[config.mk]
export PLATFORM = sky130hd
export DESIGN_NAME = memgrp_dispatch
export DESIGN_NICKNAME = d
export VERILOG_FILES = /design/src/rtl/memgrp_pkg.sv /design/src/rtl/memgrp_qcount.sv /design/src/rtl/memgrp_gid_alloc.sv /design/src/rtl/memgrp_rules.sv /design/src/rtl/memgrp_dispatch.sv
export SDC_FILE = /design/constraint.sdc
export NUM_CORES = 1
export LEC_CHECK = 0
export BUFFER_PORTS_ARGS = -buffer_cell sky130_fd_sc_hd__buf_4
export CORE_UTILIZATION = 30
export DETAILED_ROUTE_END_ITERATION = 12
export HOLD_SLACK_MARGIN = 0.15
export PLACE_DENSITY = 0.52
export SKIP_CTS_REPAIR_TIMING = 1
export SKIP_LAST_GASP = 1
export SLEW_MARGIN = 40
export SYNTH_ARGS = -nofsm -noshare
export SYNTH_HDL_FRONTEND = slang
export SYNTH_SLANG_ARGS = --single-unit
[constraint.sdc]
create_clock -name clk -period 7.1 [get_ports clk]
set_input_delay 1.065 -clock clk [delete_from_list [all_inputs] [get_ports clk]]
set_output_delay 1.065 -clock clk [all_outputs]
set_load 0.1 [all_outputs]
[src/rtl/memgrp_pkg.sv]
package memgrp_pkg;
    localparam int NUM_EDGES = 3;
    localparam int SLOT_LOAD_SIDE  = 0;
    localparam int SLOT_BARRIER    = 1;
    localparam int SLOT_STORE_SIDE = 2;
    localparam int NUM_QUEUES = 2;
    localparam int Q_LOAD  = 0;
    localparam int Q_STORE = 1;

    typedef enum logic [1:0] {
        AVL_OK      = 2'd0,
        AVL_LQ_FULL = 2'd1,
        AVL_SQ_FULL = 2'd2
    } avail_e;
endpackage

[src/rtl/memgrp_qcount.sv]
module memgrp_qcount #(
    parameter int DEPTH = 8
) (
    input  logic clk,
    input  logic rst_n,
    input  logic take,
    input  logic give,
    output logic full
);
    localparam int CW = $clog2(DEPTH + 1);
    localparam logic [CW-1:0] LIMIT = CW'(DEPTH);

    typedef struct packed {
        logic [CW-1:0] cnt;
    } st_t;

    st_t s_q, s_d;

    always_comb begin
        s_d = s_q;
        if (take && !give) begin
            s_d.cnt = s_q.cnt + 1'b1;
        end else if (give && !take && s_q.cnt != '0) begin
            s_d.cnt = s_q.cnt - 1'b1;
        end
    end

    always_ff @(posedge clk) begin
        if (!rst_n) s_q <= '0;
        else        s_q <= s_d;
    end

    assign full = (s_q.cnt == LIMIT);
endmodule

[src/rtl/memgrp_gid_alloc.sv]
module memgrp_gid_alloc #(
    parameter int GID_W = 8
) (
    input  logic             clk,
    input  logic             rst_n,
    input  logic             alloc,
    input  logic             idle,
    output logic [GID_W-1:0] next_gid,
    output logic             can_alloc
);
    localparam logic [GID_W-1:0] GID_MAX = '1;
    localparam logic [GID_W-1:0] GID_ONE = GID_W'(1);

    typedef struct packed {
        logic [GID_W-1:0] next;
        logic             wrapped;
    } st_t;

    st_t s_q, s_d;

    assign can_alloc = !s_q.wrapped || idle;
    assign next_gid  = s_q.next;

    always_comb begin
        s_d = s_q;
        if (alloc) begin
            if (s_q.next == GID_MAX) begin
                s_d.next    = GID_ONE;
                s_d.wrapped = 1'b1;
            end else begin
                s_d.next    = s_q.next + 1'b1;
                s_d.wrapped = 1'b0;
            end
        end
    end

    always_ff @(posedge clk) begin
        if (!rst_n) begin
            s_q.next    <= GID_ONE;
            s_q.wrapped <= 1'b0;
        end else begin
            s_q <= s_d;
        end
    end
endmodule

[src/rtl/memgrp_rules.sv]
module memgrp_rules
    import memgrp_pkg::*;
#(
    parameter int GID_W = 8
) (
    input  logic                            no_alias,
    input  logic                            op_ld,
    input  logic                            op_st,
    input  logic                            op_bar,
    input  logic                            dom_exec,
    input  logic [GID_W-1:0]                next_gid,
    input  logic [GID_W-1:0]                cur_ld,
    input  logic [GID_W-1:0]                cur_st,
    input  logic [GID_W-1:0]                cur_lb,
    input  logic [GID_W-1:0]                cur_sb,
    output logic [GID_W-1:0]                dom,
    output logic                            need_alloc,
    output logic [GID_W-1:0]                gid,
    output logic [NUM_EDGES-1:0]            ev,
    output logic [NUM_EDGES-1:0][GID_W-1:0] ep,
    output logic [NUM_EDGES-1:0]            eh,
    output logic [GID_W-1:0]                nx_ld,
    output logic [GID_W-1:0]                nx_st,
    output logic [GID_W-1:0]                nx_lb,
    output logic [GID_W-1:0]                nx_sb
);
    logic open_load;
    logic [NUM_EDGES-1:0] hard_raw;

    assign dom = (cur_ld > cur_lb) ? cur_ld : cur_lb;

    assign open_load = op_bar || (dom == '0) || (dom == cur_lb) ||
                       (dom <= cur_st) || dom_exec;

    always_comb begin
        need_alloc = 1'b0;
        gid        = '0;
        ev         = '0;
        ep         = '0;
        hard_raw   = '0;
        nx_ld      = cur_ld;
        nx_st      = cur_st;
        nx_lb      = cur_lb;
        nx_sb      = cur_sb;
        if (op_st) begin
            need_alloc = 1'b1;
            gid        = next_gid;
            ev[SLOT_LOAD_SIDE]        = (dom != '0);
            ep[SLOT_LOAD_SIDE]        = dom;
            hard_raw[SLOT_LOAD_SIDE]  = !no_alias;
            ev[SLOT_BARRIER]          = (cur_sb != '0);
            ep[SLOT_BARRIER]          = cur_sb;
            hard_raw[SLOT_BARRIER]    = 1'b1;
            ev[SLOT_STORE_SIDE]       = (cur_st != '0) && (cur_st != cur_sb);
            ep[SLOT_STORE_SIDE]       = cur_st;
            hard_raw[SLOT_STORE_SIDE] = !no_alias;
            nx_st = next_gid;
            if (op_bar) nx_sb = next_gid;
            if (op_ld) begin
                nx_ld = next_gid;
                if (op_bar) nx_lb = next_gid;
            end
        end else if (op_ld) begin
            if (open_load) begin
                need_alloc = 1'b1;
                gid        = next_gid;
                ev[SLOT_LOAD_SIDE]       = !no_alias && (cur_st != '0);
                ep[SLOT_LOAD_SIDE]       = cur_st;
                hard_raw[SLOT_LOAD_SIDE] = 1'b1;
                if (op_bar) begin
                    ev[SLOT_BARRIER] = (dom != '0);
                    ep[SLOT_BARRIER] = dom;
                end else begin
                    ev[SLOT_BARRIER] = (cur_lb != '0);
                    ep[SLOT_BARRIER] = cur_lb;
                end
                hard_raw[SLOT_BARRIER] = 1'b1;
                nx_ld = next_gid;
                if (op_bar) nx_lb = next_gid;
            end else begin
                gid = cur_ld;
            end
        end
        for (int i = 0; i < NUM_EDGES; i++) begin
            if (!ev[i]) ep[i] = '0;
        end
    end

    assign eh = ev & hard_raw;
endmodule

[src/rtl/memgrp_dispatch.sv]
module memgrp_dispatch
    import memgrp_pkg::*;
#(
    parameter int GID_W    = 8,
    parameter int LQ_DEPTH = 16,
    parameter int SQ_DEPTH = 16
) (
    input  logic                            clk,
    input  logic                            rst_n,
    input  logic                            no_alias,
    input  logic                            in_valid,
    input  logic                            in_may_load,
    input  logic                            in_may_store,
    input  logic                            in_barrier,
    output logic                            in_ready,
    output logic [1:0]                      avail_status,
    output logic [GID_W-1:0]                out_gid,
    output logic [2:0]                      edge_valid,
    output logic [2:0][GID_W-1:0]           edge_pred,
    output logic [2:0][GID_W-1:0]           edge_succ,
    output logic [2:0]                      edge_hard,
    output logic [GID_W-1:0]                dom_query_gid,
    input  logic                            dom_executing,
    input  logic                            done_valid,
    input  logic [GID_W-1:0]                done_gid,
    input  logic                            ret_load,
    input  logic                            ret_store
);
    if (LQ_DEPTH < 1 || SQ_DEPTH < 1) begin : g_bad_depth
        $error("memgrp_dispatch: queue depths must be at least 1");
    end

    typedef struct packed {
        logic [GID_W-1:0] ld;
        logic [GID_W-1:0] st;
        logic [GID_W-1:0] lb;
        logic [GID_W-1:0] sb;
    } trk_t;

    trk_t trk_q, trk_d, trk_clr;

    logic [NUM_QUEUES-1:0] q_take, q_give, q_full;
    logic                  fire, need_alloc, can_alloc, idle;
    logic [GID_W-1:0]      next_gid, gid;
    logic [NUM_EDGES-1:0]  ev, eh;
    logic [NUM_EDGES-1:0][GID_W-1:0] ep;
    logic [GID_W-1:0]      nx_ld, nx_st, nx_lb, nx_sb;
    logic                  q_blocked;

    // Completion clears any tracker holding the finished ID
    always_comb begin
        trk_clr = trk_q;
        if (done_valid && done_gid != '0) begin
            if (trk_q.ld == done_gid) trk_clr.ld = '0;
            if (trk_q.st == done_gid) trk_clr.st = '0;
            if (trk_q.lb == done_gid) trk_clr.lb = '0;
            if (trk_q.sb == done_gid) trk_clr.sb = '0;
        end
    end

    assign idle = (trk_clr == '0);

    memgrp_rules #(.GID_W(GID_W)) u_rules (
        .no_alias  (no_alias),
        .op_ld     (in_may_load),
        .op_st     (in_may_store),
        .op_bar    (in_barrier),
        .dom_exec  (dom_executing),
        .next_gid  (next_gid),
        .cur_ld    (trk_clr.ld),
        .cur_st    (trk_clr.st),
        .cur_lb    (trk_clr.lb),
        .cur_sb    (trk_clr.sb),
        .dom       (dom_query_gid),
        .need_alloc(need_alloc),
        .gid       (gid),
        .ev        (ev),
        .ep        (ep),
        .eh        (eh),
        .nx_ld     (nx_ld),
        .nx_st     (nx_st),
        .nx_lb     (nx_lb),
        .nx_sb     (nx_sb)
    );

    memgrp_gid_alloc #(.GID_W(GID_W)) u_alloc (
        .clk      (clk),
        .rst_n    (rst_n),
        .alloc    (fire && need_alloc),
        .idle     (idle),
        .next_gid (next_gid),
        .can_alloc(can_alloc)
    );

    assign q_take[Q_LOAD]  = fire && in_may_load;
    assign q_take[Q_STORE] = fire && in_may_store;
    assign q_give[Q_LOAD]  = ret_load;
    assign q_give[Q_STORE] = ret_store;

    for (genvar q = 0; q < NUM_QUEUES; q++) begin : g_queue
        localparam int QD = (q == Q_LOAD) ? LQ_DEPTH : SQ_DEPTH;
        memgrp_qcount #(.DEPTH(QD)) u_cnt (
            .clk  (clk),
            .rst_n(rst_n),
            .take (q_take[q]),
            .give (q_give[q]),
            .full (q_full[q])
        );
    end

    assign q_blocked = (in_may_load && q_full[Q_LOAD]) ||
                       (in_may_store && q_full[Q_STORE]);
    assign in_ready  = !q_blocked && (!need_alloc || can_alloc);
    assign fire      = in_valid && in_ready;

    always_comb begin
        if (in_may_load && q_full[Q_LOAD])        avail_status = AVL_LQ_FULL;
        else if (in_may_store && q_full[Q_STORE]) avail_status = AVL_SQ_FULL;
        else                                      avail_status = AVL_OK;
    end

    assign out_gid    = gid;
    assign edge_valid = ev;
    assign edge_pred  = ep;
    assign edge_hard  = eh;
    for (genvar e = 0; e < NUM_EDGES; e++) begin : g_succ
        assign edge_succ[e] = ev[e] ? gid : '0;
    end

    always_comb begin
        trk_d = trk_clr;
        if (fire) begin
            trk_d.ld = nx_ld;
            trk_d.st = nx_st;
            trk_d.lb = nx_lb;
            trk_d.sb = nx_sb;
        end
    end

    always_ff @(posedge clk) begin
        if (!rst_n) trk_q <= '0;
        else        trk_q <= trk_d;
    end
endmodule

==> results.yml <==
status:
  status: "completed"
sta:
  slew_viol_final: 0
  worst_hold_slack_ps: 492
  slew-limit-headroom_pct: 59.7
  setup_violations: 0
  min_period_over_period_pct: 98.0
  hold_viol_final: 0
  clock_skew_ps: 6.46
  fin_crit_ps: 6960
  clock.fmax_ghz: 0.144
  rsz0062_at_grt: "yes"
  tightest_slew_ps: 603
floorplan:
  dieArea_mm2: 0.0167
  rows: 46
  die_w_um: 129
  io-pin-count: 92
  core_mm2: 0.0158
  die_h_um: 129
  start_util_pct: 30.6
critical_path:
  crit_top_cell: "buf_4"
  arrival_ps: 5900
  cp.buffers_inverters: 11
  crit_path_start_kind: "input port"
  cp_slowest_cell: "or4_4"
  cp_top_family: "simple AND/OR/NAND/NOR gates"
  path_class: "in2out"
  end_kind: "output pin"
  cp.required_ps: 6030
  cpPeakStageDelay_ps: 530
  path_max_fanout: 9
placement:
  postPlaceCellArea_mm2: 0.00737
  routabilityCongestion: 0.908
  hpwl_um: 16200
  port_buffers: 91
power:
  ir_worst_vdd_uv: 202
  intPower_mw: 0.816
  power_density_mw_per_mm2: 189
  p_comb_share_pct: 59.6
  clockPowerShare_pct: 16.0
  sw_frac_of_total_pct: 46.1
  p_seq_share_pct: 24.4
  p_leak_nw: 3.27
  p_switching_mw: 0.698
final_layout:
  final_cell_area_mm2: 0.00802
  nets: 872
  drive_gt1_share_pct: 41.6
  n_antenna_cell: 0
  fillers: 1501
  syn_to_final_growth_pct: 65.4
clock_network:
  htree_levels: 2
  cts_inserted_buffers: 5
  cts_buffer_depth: 2
  cts_tree: "yes"
  root_buffer: "clkbuf_16"
  insertion_delay_ps: 290
  clkTransAtPathRegs_ps: 70
  cts.sinks: 51
grt:
  grt_pass1_wl_um: 31200
  grt_use_total_pct: 24.5
  antenna_found_initial: 0
  grt_pass1_vias: 5564
  grt_max_degree: 27
  gr-total-overflow: 0
synth:
  netlist_top_cells_count: "nor2_1, nand2_1, a21oi_1"
  synth_area_leader_cell: "dfxtp_1"
  synth_most_common_cell: "nor2_1"
  ys_async_sr_fraction_pct: 0
  synthCells: 667
  synth.area.top_cells: "dfxtp_1, a21oi_1, ha_1, nor2_1, nand2_1"
  synth_seq_cells: 51
  syn_nets: 710
  avgSynthCellArea_um2: 7.27
  yosysUniqueCellTypes: 77
  synth_edf_count: 0
  netlist_area_mm2: 0.00485
  ys_warn_count: 0
  yosysTopAreaCellShare_pct: 21.1
  synth_flop_cell: "dfxtp_1"
  synth-seq-area-share_pct: 21.1
drt:
  viasPerCell: 5.42
  drc: 0
  drt-total-wl_um: 20500
  wl_per_cell_um: 19.6
  ant_nets: 0
  vias: 5669
  drt_iter0_drc: 427
  drtPass1Iterations: 5
run:
  drv_cap: 0
min_path:
  min_path_type: "reg2reg"
## cell type report
| type | count | area [µm²] | share of cell area [%] |
|---|---|---|---|
| multi-input cells | 530 | 4500 | 56.1 |
| repair buffers | 198 | 1920 | 23.9 |
| flip-flops and latches | 51 | 1020 | 12.7 |
| well taps | 216 | 270 | 3.37 |
| inverters | 43 | 171 | 2.14 |
| clock buffers | 6 | 129 | 1.61 |
| clock inverters | 2 | 12.5 | 0.156 |
## state kept, by name (all words and copies together), names as in the netlist
signal and count:
u_alloc.next_gid 8, u_alloc.s_q 1, trk_q 32, g_queue.u_cnt.s_q 10
## layer usage
layer	part of all wire (%)	wire length (µm)	vias to the layer above	GRT usage [%]
met4	2.3	482	0	7.61
met1	44	9130	2723	33.1
met3	5.2	1060	29	1.78
li1	-	-	2711	-
met5	0	0	-	0
met2	48	9870	206	41.5
## logic make-up after synthesis
logic type | count (synthesis) | synth area share [%]
muxes | 27 | 5.65
AOI/OAI and AO/OA | 185 | 25.5
adders and majority gates | 24 | 6.50
and+or+nand+nor | 252 | 26.1
xor gates and xnor gates | 42 | 7.59
DFF | 51 | 21.1
buffers and inverters | 86 | 7.56
## worst paths after layout
kind / startpoint / endpoint / slack (ps) / depth (start not counted)
worst max register to register: trk_q[15] / g_queue[0].u_cnt.s_q[4] / 800 / 30
worst min-delay path: g_queue[0].u_cnt.s_q[3] / g_queue[0].u_cnt.s_q[3] / 490 / 2
worst min register to register: g_queue[0].u_cnt.s_q[3] / g_queue[0].u_cnt.s_q[3] / 490 / 2
worst max-delay path: done_gid[0] / edge_succ[4] / 140 / 28
## per-stage QoR
step	cells	setup WS [ps]	setup TNS (ps)	power [mW]	util, %
3_5_place_dp	1026	-93.5	-1090	1.24	46.6
4_1_cts	1034	-101	-1700	1.48	47.5
3_3_place_gp	1026	-56.5	-350	1.22	46.6
5_1_grt	1046	-34.6	-275	1.60	50.7
6_report	1046	140	0	1.51	50.7
2_1_floorplan	667	-883	-20620	1.00	-
## power by group through the flow
stage	Clock (mW)	Combinational, mW	Sequential [mW]
4_1_cts	0.247	0.864	0.369
3_3_place_gp	0	0.850	0.374
3_5_place_dp	0	0.861	0.375
2_1_floorplan	0	0.646	0.357
5_1_grt	0.261	0.969	0.374
6_report	0.242	0.902	0.369
## tightest hold or removal path, stage by stage, from the launching register on
cell     delay (ps)
dfxtp_1         330
nand2_1          60
mux2i_1          60
## placed cells by master, fill, tap and decap left out, types with 7 or more instances in the layout
cell,count
buf_6,39
a22oi_1,10
nor2_1,58
a21oi_1,30
o21ai_4,11
nand2b_1,7
nor4_1,13
xor2_1,27
xnor2_1,14
nand2_1,45
and3_1,9
nand2_4,7
nor3_1,7
nand2_2,8
a31oi_1,9
and2_1,19
a21oi_4,28
dfxtp_1,51
buf_12,19
nor2_4,9
ha_1,16
inv_1,36
mux2i_1,22
nand4_1,7
nand3_1,19
o21ai_0,17
nand2_8,7
buf_4,135
Power figures use the tool's default switching activity.
